`src/rtl/refclk_outen_pkg.sv`:
```
`timescale 1ns/1ps
package refclk_outen_pkg;
   typedef enum logic {
      SRC_PIN = 1'b0,
      SRC_REG = 1'b1
   } mode_src_e;

   typedef struct packed {
      logic bw_high;
      logic bypass;
   } pll_mode_t;

   localparam pll_mode_t MODE_RESET = '{bw_high: 1'b1, bypass: 1'b0};
endpackage

```
`src/rtl/refclk_sync_chain.sv`:
```
`timescale 1ns/1ps
module refclk_sync_chain #(
   parameter int   STAGES  = 2,
   parameter logic RST_VAL = 1'b0
) (
   input  logic clk,
   input  logic rst_n,
   input  logic d,
   output logic q
);
   logic [STAGES-1:0] stg;

   always_ff @(posedge clk or negedge rst_n) begin
      if (!rst_n) stg[0] <= RST_VAL;
      else        stg[0] <= d;
   end

   for (genvar s = 1; s < STAGES; s++) begin : g_stage
      always_ff @(posedge clk or negedge rst_n) begin
         if (!rst_n) stg[s] <= RST_VAL;
         else        stg[s] <= stg[s-1];
      end
   end

   assign q = stg[STAGES-1];
endmodule

```
`src/rtl/refclk_gate_cell.sv`:
```
`timescale 1ns/1ps
module refclk_gate_cell (
   input  logic clk,
   input  logic rst_n,
   input  logic run,
   output logic gate,
   output logic gclk
);
   // The enable is retimed on the falling edge, so it is stable for the whole high phase
   always_ff @(negedge clk or negedge rst_n) begin
      if (!rst_n) gate <= 1'b0;
      else        gate <= run;
   end

   assign gclk = clk & gate;
endmodule

```
`src/rtl/refclk_mode_resolve.sv`:
```
`timescale 1ns/1ps
module refclk_mode_resolve
   import refclk_outen_pkg::*;
(
   input  logic      clk,
   input  logic      rst_n,
   input  mode_src_e src,
   input  logic      pin_bw_high,
   input  logic      reg_bw_high,
   input  logic      reg_bypass,
   output pll_mode_t mode
);
   pll_mode_t nxt;

   always_comb begin
      unique case (src)
         SRC_REG: nxt = '{bw_high: reg_bw_high, bypass: reg_bypass};
         default: nxt = '{bw_high: pin_bw_high, bypass: 1'b0};
      endcase
   end

   always_ff @(posedge clk or negedge rst_n) begin
      if (!rst_n) mode <= MODE_RESET;
      else        mode <= nxt;
   end
endmodule

```
`src/rtl/refclk_outen_ctl.sv`:
```
`timescale 1ns/1ps
module refclk_outen_ctl
   import refclk_outen_pkg::*;
#(
   parameter int NUM_OUT     = 2,
   parameter int SYNC_STAGES = 2
) (
   input  logic               clk_ref,
   input  logic               rst_n,
   input  logic [NUM_OUT-1:0] out_en_n,
   input  logic               bw_pin,
   input  logic               cfg_reg_src,
   input  logic               cfg_bw_high,
   input  logic               cfg_bypass,
   output logic [NUM_OUT-1:0] out_clk,
   output logic [NUM_OUT-1:0] out_active,
   output logic               pll_bw_high,
   output logic               pll_bypass
);
   // Worst-case request-to-gate delay in whole cycles, rounded up
   localparam int MAX_LAT_CYC = SYNC_STAGES + 1;

   if (NUM_OUT < 1) begin : g_bad_count
      $error("refclk_outen_ctl: NUM_OUT must be at least 1");
   end
   if (SYNC_STAGES < 2) begin : g_bad_sync
      $error("refclk_outen_ctl: SYNC_STAGES must be at least 2");
   end
   if (MAX_LAT_CYC > 3) begin : g_bad_lat
      $error("refclk_outen_ctl: gating latency would exceed 3 cycles");
   end

   logic [NUM_OUT-1:0] en_n_sync;

   for (genvar i = 0; i < NUM_OUT; i++) begin : g_out
      refclk_sync_chain #(
         .STAGES (SYNC_STAGES),
         .RST_VAL(1'b1)
      ) u_en_sync (
         .clk  (clk_ref),
         .rst_n(rst_n),
         .d    (out_en_n[i]),
         .q    (en_n_sync[i])
      );

      refclk_gate_cell u_gate (
         .clk  (clk_ref),
         .rst_n(rst_n),
         .run  (~en_n_sync[i]),
         .gate (out_active[i]),
         .gclk (out_clk[i])
      );
   end

   logic      bw_pin_sync;
   pll_mode_t mode_q;

   refclk_sync_chain #(
      .STAGES (SYNC_STAGES),
      .RST_VAL(MODE_RESET.bw_high)
   ) u_bw_sync (
      .clk  (clk_ref),
      .rst_n(rst_n),
      .d    (bw_pin),
      .q    (bw_pin_sync)
   );

   refclk_mode_resolve u_mode (
      .clk        (clk_ref),
      .rst_n      (rst_n),
      .src        (mode_src_e'(cfg_reg_src)),
      .pin_bw_high(bw_pin_sync),
      .reg_bw_high(cfg_bw_high),
      .reg_bypass (cfg_bypass),
      .mode       (mode_q)
   );

   assign pll_bw_high = mode_q.bw_high;
   assign pll_bypass  = mode_q.bypass;
endmodule

```
`config.mk`:
```
export PLATFORM = sky130hd
export DESIGN_NAME = refclk_outen_ctl
export DESIGN_NICKNAME = d
export VERILOG_FILES = /design/src/rtl/refclk_outen_pkg.sv /design/src/rtl/refclk_sync_chain.sv /design/src/rtl/refclk_gate_cell.sv /design/src/rtl/refclk_mode_resolve.sv /design/src/rtl/refclk_outen_ctl.sv
export SDC_FILE = /design/constraint.sdc
export NUM_CORES = 1
export LEC_CHECK = 0
export CAP_MARGIN = 30
export CELL_PAD_IN_SITES_DETAIL_PLACEMENT = 1
export CELL_PAD_IN_SITES_GLOBAL_PLACEMENT = 1
export CORE_AREA = 2 2 39 41
export CTS_CLUSTER_DIAMETER = 40
export DETAILED_ROUTE_END_ITERATION = 6
export DIE_AREA = 0 0 41 43
export HOLD_SLACK_MARGIN = 0.1
export PLACE_DENSITY = 0.64
export SYNTH_ARGS = -nofsm -noshare
export SYNTH_HDL_FRONTEND = slang
export SYNTH_HIERARCHICAL = 1
export SYNTH_SLANG_ARGS = --single-unit
export TNS_END_PERCENT = 100
```
`constraint.sdc`:
```
create_clock -name clk_ref -period 1.6 [get_ports clk_ref]
set_clock_uncertainty 0.1 [all_clocks]
set_input_delay 0.48 -clock clk_ref [delete_from_list [all_inputs] [get_ports clk_ref]]
set_output_delay 0.48 -clock clk_ref [all_outputs]
set_load 0.02 [all_outputs]
```
==> results.yml, run 1 <==
sta:
  grt_setup_unrepaired: "true"
  fin_ws_ns: -0.834
  holdWs_ns: 0.259
  setup_viol: 6
  maxSlewHeadroom_pct: 91.4
  worst_slew_pin_slew_ns: 0.129
  slew_violations: 0
  finalHoldViolCount: 0
die:
  die_x_um: 41
  start_util_pct: 21.8
  dieArea_sq_um: 1760
  die_h_um: 43
  num_rows: 14
  num_io_pins: 14
  core-area_sq_um: 1380
pwr:
  p_comb_share_pct: 6.0
  p_switching_uw: 206
  power_density_nw_per_um2: 1570
  pwr-share-seq_pct: 33.0
  peakVddDrop_mv: 0.415
  p_leak_uw: 0.000253
  switching_share_pct: 24.4
  intPower_uw: 639
  pwr-share-clk_pct: 61.0
global_routing:
  grt_start_max_net_pins: 9
  use_met3_pct: 11.5
  grt.met1_usage_pct: 6.44
  busiest_layer: "met4"
  antenna_found_initial: 0
  grt_first_pass_wirelength_um: 945
  grt-ovfl-total: 0
  grt_use_met2_pct: 11.3
  grt_pass1_vias: 276
  grt_use_total_pct: 11.0
setup_path:
  cp.arrival_ns: 1.85
  cp-start-kind: "flip-flop"
  critical_path_class: "reg2out"
  reg2reg_depth: 1
  crit_path_max_incr_delay_ns: 0.42
  cp-end-kind: "primary output"
  cp_slowest_cell: "dfrtn_1"
  critPathMaxFanout: 2
  rr_startpoint: "g_out[0].u_en_sync/q"
  startpoint: "g_out[0].u_gate/gate"
  worstPathCellList: "and2_4, buf_6"
  worstPathRequired_ns: 1.02
yosys:
  seq_area_frac_synth_pct: 85.9
  syn_inst: 16
  yosys_warnings: 6
  ys_types: 7
  synth.cell_area_sq_um: 302
  synth_nets: 24
  avgSynthCellArea_sq_um: 18.8
  synth_seq_cells: 10
placement:
  place_congestion: 0.504
  dpl-instance-area_sq_um: 464
  post-place-ws_ns: -0.886
  io_buffers: 13
min_path:
  min_from: "u_bw_sync/stg[0]"
  hp-class: "reg2reg"
  holdPathStages: 0
detailed_routing:
  postRouteWirelength_um: 634
  ant_nets: 0
  drtPass1Iterations: 2
  drc: 0
  drt-initial-drc-count: 1
  wire_per_inst_um: 11.5
  drt-vias-per-instance: 3.91
  vias: 215
layout:
  nets: 48
  drive_gt1_share_pct: 69.2
  finalInstanceArea_sq_um: 539
  insertedDiodeCount: 0
  final_cell_mix: "7 x clkbuf_4, 7 x dfstp_2, 7 x clkdlybuf4s50_1"
  synthToLayoutAreaGrowth_pct: 78.8
  fin_util_pct: 39.0
clocking:
  clkTransAtPathRegs_ns: 0.07
  cts_tree: "done"
  clkLatencyLatePin_ns: 0.37
status:
  failed_checks: "negative setup slack"
  status: "finished with violations"
run:
  cap_violations: 0
flip-flops by register name, indices dropped and copies added, names as in the netlist:
signal,flops
g_out.u_en_sync/stg,2
g_out.u_gate/gate,2
u_bw_sync/stg,1
u_bw_sync/q,1
u_mode/mode,2
g_out.u_en_sync/q,2
critical path: cells and delay by family, from the launching register on:
kind | cells | cell delay [ns]
buffers and inverters | 1 | 0.10
and+or+nand+nor | 1 | 0.14
DFF | 1 | 0.42
power groups by stage:
stage | registers [uW] | logic [uW] | clock network [uW]
2_1_floorplan | 290 | 5.23 | 78.6
3_3_place_gp | 282 | 48.2 | 127
3_5_place_dp | 283 | 49.3 | 127
4_1_cts | 279 | 51.0 | 537
5_1_grt | 280 | 54.6 | 570
6_report | 279 | 50.5 | 515
cells by family after synthesis:
| logic type | share of synthesized area (%) |
|---|---|
| buffers and inverters | 2.49 |
| DFF | 85.9 |
| and+or+nand+nor | 6.64 |
| muxes | 4.98 |
cell type report:
cell class | count | area [sq um]
tap | 16 | 20.0
clock buffer | 10 | 88.8
multi-input combinational | 4 | 40.0
inverter | 2 | 7.51
fill | 156 | 845
timing repair buffer | 13 | 124
sequential | 10 | 259
what timing repair did:
action	CTS	global route
gates resized for setup	31	3
endpoints found under the setup margin	8	8
pin swaps	2	0
buffers inserted	1	0
hold buffers	0	0
cells in the mapped netlist:
library cell / instances / area [sq um]
and2_1: 2 / 12.5
and2_2: 1 / 7.51
dfrtn_1: 2 / 50.1
dfrtp_1: 1 / 25.0
dfstp_2: 7 / 184
inv_1: 2 / 7.51
mux2_4: 1 / 15.0
stage by stage:
step | setup TNS [ns] | cells | total power, uW
after floorplan | -1.50 | 16 | 373
after global placement | -3.37 | 46 | 456
after detailed placement | -3.46 | 46 | 458
after CTS | -3.19 | 55 | 867
after global routing | -3.39 | 55 | 905
final | -3.17 | 55 | 845
final timing paths:
path                       slack [ns]                    to
max in group asynchronous        0.38  g_out[0].u_gate/gate
setup / recovery                -0.83            out_clk[0]
hold / removal                   0.26           u_bw_sync/q
hold reg to reg                  0.26           u_bw_sync/q
setup reg to reg                 0.03  g_out[0].u_gate/gate
min in group asynchronous        0.38        u_mode/mode[0]
metal layers:
metal  part of all wire [%]  wire length, um
met2                     50              320
met4                    3.8               24
met1                     32              205
met3                     13               83
met5                      0                0
Note: power is estimated with default switching activity, not from simulation.
==> run 2, diff against run 1 <==
Settings changed: CTS_CLUSTER_DIAMETER 40 to 120, PLACE_DENSITY 0.64 to 0.68, SYNTH_HIERARCHICAL 1 to default.
==> run 2 against run 1 <==
Compared with the run above:
- the run still ends with negative setup slack left
- via count grew 2.3%
- clock power is 2% lower
- hold slack better by 0.0037 ns
- cell count rose by 1.8%
- critical path depth did not move
- largest cell class unchanged
- largest power group unchanged
==> results.yml, run 2 <==
setup_path:
  ff2ff_setup_slack_ns: 0.03
  worstPathCellList: "and2_4, buf_6"
  reg2reg_depth: 1
  path_buf_inv: 1
  critical_path_class: "reg2out"
  cp.arrival_ns: 1.86
  critPathMaxFanout: 2
  startpoint: "g_out[0].u_gate.gate"
  crit_family: "flip-flops"
  worstPathRequired_ns: 1.02
  cp-end-kind: "primary output"
  rr_startpoint: "g_out[0].u_en_sync.q"
  r2r-end: "g_out[0].u_gate.gate"
  cp_slowest_cell: "dfrtn_1"
  cp-start-kind: "flip-flop"
  crit_path_max_incr_delay_ns: 0.43
placement:
  hpwl_um: 444
  dp_cells: 47
  place_congestion: 0.582
  io_buffers: 13
  post-place-ws_ns: -0.865
status:
  status: "finished with violations"
  failed_checks: "negative setup slack"
yosys:
  synth_commonest_cells: "7 x dfstp_2, 4 x buf_4, 2 x and2_1, 2 x dfrtn_1, 2 x inv_1"
  syn_inst: 20
  synth-edff-count: 0
  synth.cell_area_sq_um: 332
  yosysTopAreaCellShare_pct: 55.5
  synth_seq_cells: 10
  synth_top_cell_by_area: "dfstp_2"
  async_flop_share_pct: 100
  synth_most_common_cell: "dfstp_2"
  synth.area.top_cells: "dfstp_2 55%, dfrtn_1 15%, buf_4 9.1%, dfrtp_1 7.5%, mux2_4 4.5%"
  seq_area_frac_synth_pct: 78.1
  ys.flop_type: "dfstp_2"
  avgSynthCellArea_sq_um: 16.6
  yosys_warnings: 0
  ys_types: 8
  synth_nets: 28
layout:
  final_cell_mix: "7 x clkbuf_4, 7 x dfstp_2, 7 x clkdlybuf4s50_1"
  insertedDiodeCount: 0
  n_fill_cell: 149
  nets: 49
  drive_gt1_share_pct: 72.5
  synthToLayoutAreaGrowth_pct: 64.9
  fin_cells: 56
detailed_routing:
  drt-initial-drc-count: 0
  ant_nets: 0
  wire_per_inst_um: 10.7
  drt-vias-per-instance: 3.93
  drc: 0
  drtPass1Iterations: 1
  postRouteWirelength_um: 600
  vias: 220
sta:
  maxSlewHeadroom_pct: 88.5
  finalHoldViolCount: 0
  fin_ws_ns: -0.837
  worst_slew_pin_slew_ns: 0.172
  setup_viol: 6
  grt_setup_unrepaired: "true"
  holdWs_ns: 0.262
  slew_violations: 0
min_path:
  hp-class: "reg2reg"
  min_from: "g_out[1].u_en_sync.stg[0]"
  holdPathStages: 0
  min_to: "g_out[1].u_en_sync.q"
clocking:
  clkTransAtPathRegs_ns: 0.06
  clkLatencyLatePin_ns: 0.36
  hold_buffers: 0
  cts_tree: "done"
die:
  die_x_um: 41
  die_h_um: 43
  core-area_sq_um: 1380
  num_io_pins: 14
  start_util_pct: 24.0
  dieArea_sq_um: 1760
  num_rows: 14
global_routing:
  antenna_found_initial: 0
  grt_start_max_net_pins: 7
  grt_first_pass_wirelength_um: 972
  grt_use_total_pct: 11.0
  grt_pass1_vias: 278
  grt-ovfl-total: 0
pwr:
  p_leak_uw: 0.000256
  peakVddDrop_mv: 0.479
  finalPower_uw: 837
  power_density_nw_per_um2: 1530
run:
  cap_violations: 0
[run 2: where the power goes]
| group | internal (uW) | total [uW] | switching (uW) | leakage (uW) |
|---|---|---|---|---|
| logic | 32.9 | 52.2 | 19.3 | 0.0000859 |
| registers | 274 | 280 | 5.73 | 0.000110 |
| clock network | 333 | 505 | 172 | 0.0000607 |
[run 2: layer usage]
metal  global-route usage (%)  vias to the layer above  wire [um]
met5                        0                        -          0
met4                     20.0                        0         33
met3                     10.5                        5         84
met2                     11.6                       17        284
met1                     7.05                      101        198
li1                         -                       97          -
[run 2: worst max-delay path by stage]
stage / cells past startpoint / slack, ns / end
2_1_floorplan: 2 / -0.39 / out_clk[1]
3_3_place_gp: 2 / -0.85 / out_clk[0]
3_5_place_dp: 2 / -0.86 / out_clk[1]
4_1_cts: 2 / -0.86 / out_clk[1]
5_1_grt: 2 / -0.90 / out_clk[0]
6_report: 2 / -0.84 / out_clk[0]
[run 2: repair_timing]
action                                  4_1_cts  5_1_grt
endpoints found under the setup margin        8        9
resized for setup                            35        2
buffers inserted                              0        1
[run 2: cells by family after synthesis]
family	count (synthesis)	synth area share (%)
DFF	10	78.1
and+or+nand+nor	3	6.04
muxes	1	4.53
buffers and inverters	6	11.3
[run 2: cell type report]
| cell class | instances | area [sq um] | area share (%) |
|---|---|---|---|
| sequential | 10 | 259 | 47.4 |
| timing repair buffer | 14 | 131 | 24.0 |
| clock buffer | 10 | 88.8 | 16.2 |
| multi-input combinational | 4 | 40.0 | 7.32 |
| tap | 16 | 20.0 | 3.66 |
| inverter | 2 | 7.51 | 1.37 |
[run 2: metrics by stage]
stage	TNS (ns)	utilization (%)	instance area [sq um]
after CTS	-3.17	39.4	546
final	-3.16	39.5	547
after global routing	-3.41	39.5	547
after detailed placement	-3.50	33.7	467
after global placement	-3.40	33.7	467
after floorplan	-1.36	-	335
==> run 3, diff against run 2 <==
Settings changed: CORE_AREA 2 2 39 41 to 5 5 42 44, DIE_AREA 0 0 41 43 to 0 0 47 49, REMOVE_ABC_BUFFERS from default to 1.
==> run 3 against run 2 <==
Compared with the run above:
- sequential cell count is the same
- largest power group unchanged
- register-to-register slack barely moved
- sequential power hardly changed
- global-route usage decreased by 3.4 points
- clock power shrank 5.9%
- largest cell class unchanged
- combinational power fell by 6.1%
- cell count unchanged
- the run still ends with negative setup slack left
- worst setup slack better by 0.019 ns
- design area is 3.7% lower
- core utilization shrank 1.9 points
- non-clock buffer count fell by 1
==> results.yml, run 3 (synthesis results as in run 2) <==
sta:
  grt_setup_unrepaired: "true"
  maxSlewHeadroom_pct: 91.6
  holdWs_ns: 0.254
  finalHoldViolCount: 0
  worst_slew_pin_slew_ns: 0.126
  fin_ws_ns: -0.819
  slew_violations: 0
  setup_viol: 6
setup_path:
  cp-end-kind: "primary output"
  critPathMaxFanout: 2
  cp.arrival_ns: 1.84
  cp-start-kind: "flip-flop"
  worstPathRequired_ns: 1.02
  critical_path_class: "reg2out"
layout:
  insertedDiodeCount: 0
  synthToLayoutAreaGrowth_pct: 58.9
  drive_gt1_share_pct: 65.0
  nets: 48
  fin_cells: 56
  final_cell_mix: "7 x clkbuf_4, 7 x dfstp_2, 7 x clkdlybuf4s50_1"
status:
  failed_checks: "negative setup slack"
  status: "finished with violations"
die:
  start_util_pct: 23.7
  num_rows: 14
  core-area_sq_um: 1400
  dieArea_sq_um: 2300
  num_io_pins: 14
  die_h_um: 49
  die_x_um: 47
global_routing:
  grt_use_total_pct: 7.63
  grt_pass1_vias: 274
  grt_first_pass_wirelength_um: 952
  grt_start_max_net_pins: 9
  grt-ovfl-total: 0
  antenna_found_initial: 0
clocking:
  clkTransAtPathRegs_ns: 0.06
  cts_tree: "done"
  clkLatencyLatePin_ns: 0.37
detailed_routing:
  ant_nets: 0
  route.met2.wl_um: 302
  drc: 0
  dr_wl_met3_um: 104
  wire_per_inst_um: 11.3
  vias: 209
  wirelength_met1_um: 208
  top_layer: "met4"
  postRouteWirelength_um: 633
  drt-initial-drc-count: 3
  drt-vias-per-instance: 3.73
  drtPass1Iterations: 2
pwr:
  p_leak_uw: 0.000246
  peakVddDrop_mv: 0.346
  finalPower_uw: 803
  power_density_nw_per_um2: 1520
placement:
  place_congestion: 0.694
  dp_cells: 46
  hpwl_um: 432
  io_buffers: 13
run:
  cap_violations: 0
min_path:
  hp-class: "reg2reg"
## run 3: cell types whose count changed in the layout (fill, tap and decap cells not counted)
cell	previous run	this run
clkbuf_1	0	2
buf_2	1	2
buf_4	3	2
buf_6	5	4
clkbuf_8	1	0
inv_1	1	2
inv_2	1	0
## run 3: final cells by class
class                           instances  area [sq um]
Sequential cell                        10           259
Clock buffer                           11          82.6
Timing Repair Buffer                   13           118
Tap cell                               16          20.0
Multi-Input combinational cell          4          40.0
Inverter                                2          7.51
Fill cell                             157           875
## run 3: stage by stage
step | setup TNS (ns) | worst slack (ns) | area [sq um] | util (%)
floorplan | -1.59 | -0.532 | 302 | -
global placement | -3.34 | -0.853 | 459 | 32.8
detailed placement | -3.39 | -0.872 | 459 | 32.8
CTS | -3.16 | -0.833 | 519 | 37.1
global route | -3.33 | -0.862 | 527 | 37.6
finish | -3.15 | -0.819 | 527 | 37.6
## run 3: critical path, stage by stage (launching register included)
cell	delay, ns
dfrtn_1	0.41
and2_4	0.14
buf_6	0.10
## run 3: final timing paths
kind	start	endpoint	slack [ns]	cells past startpoint
setup / recovery	g_out[1].u_gate.gate	out_clk[1]	-0.82	2
hold / removal	g_out[0].u_en_sync.stg[0]	g_out[0].u_en_sync.q	0.25	0
setup reg to reg	g_out[1].u_en_sync.q	g_out[1].u_gate.gate	0.03	1
hold reg to reg	g_out[0].u_en_sync.stg[0]	g_out[0].u_en_sync.q	0.25	0
max in group asynchronous	rst_n	g_out[0].u_gate.gate	0.38	1
min in group asynchronous	rst_n	u_mode.mode[0]	0.38	2
## run 3: per-layer routing
layer,global-route usage [%],vias to the layer above
li1,-,94
met1,4.57,96
met2,7.01,15
met3,9.59,4
met4,13.8,0
met5,0,-
## run 3: power breakdown
group / internal, uW / total, uW / switching [uW]
Sequential: 274 / 279 / 4.59
Combinational: 29.9 / 49.0 / 19.1
Clock: 301 / 475 / 173
Total: 605 / 803 / 197
## run 3: what timing repair did
item / 4_1_cts / 5_1_grt
resized for setup: 31 / 3
buffers inserted: 0 / 1
cloned: 0 / 0
setup endpoints to repair: 8 / 8
pin swaps: 1 / 0
hold buffers: 0 / 0
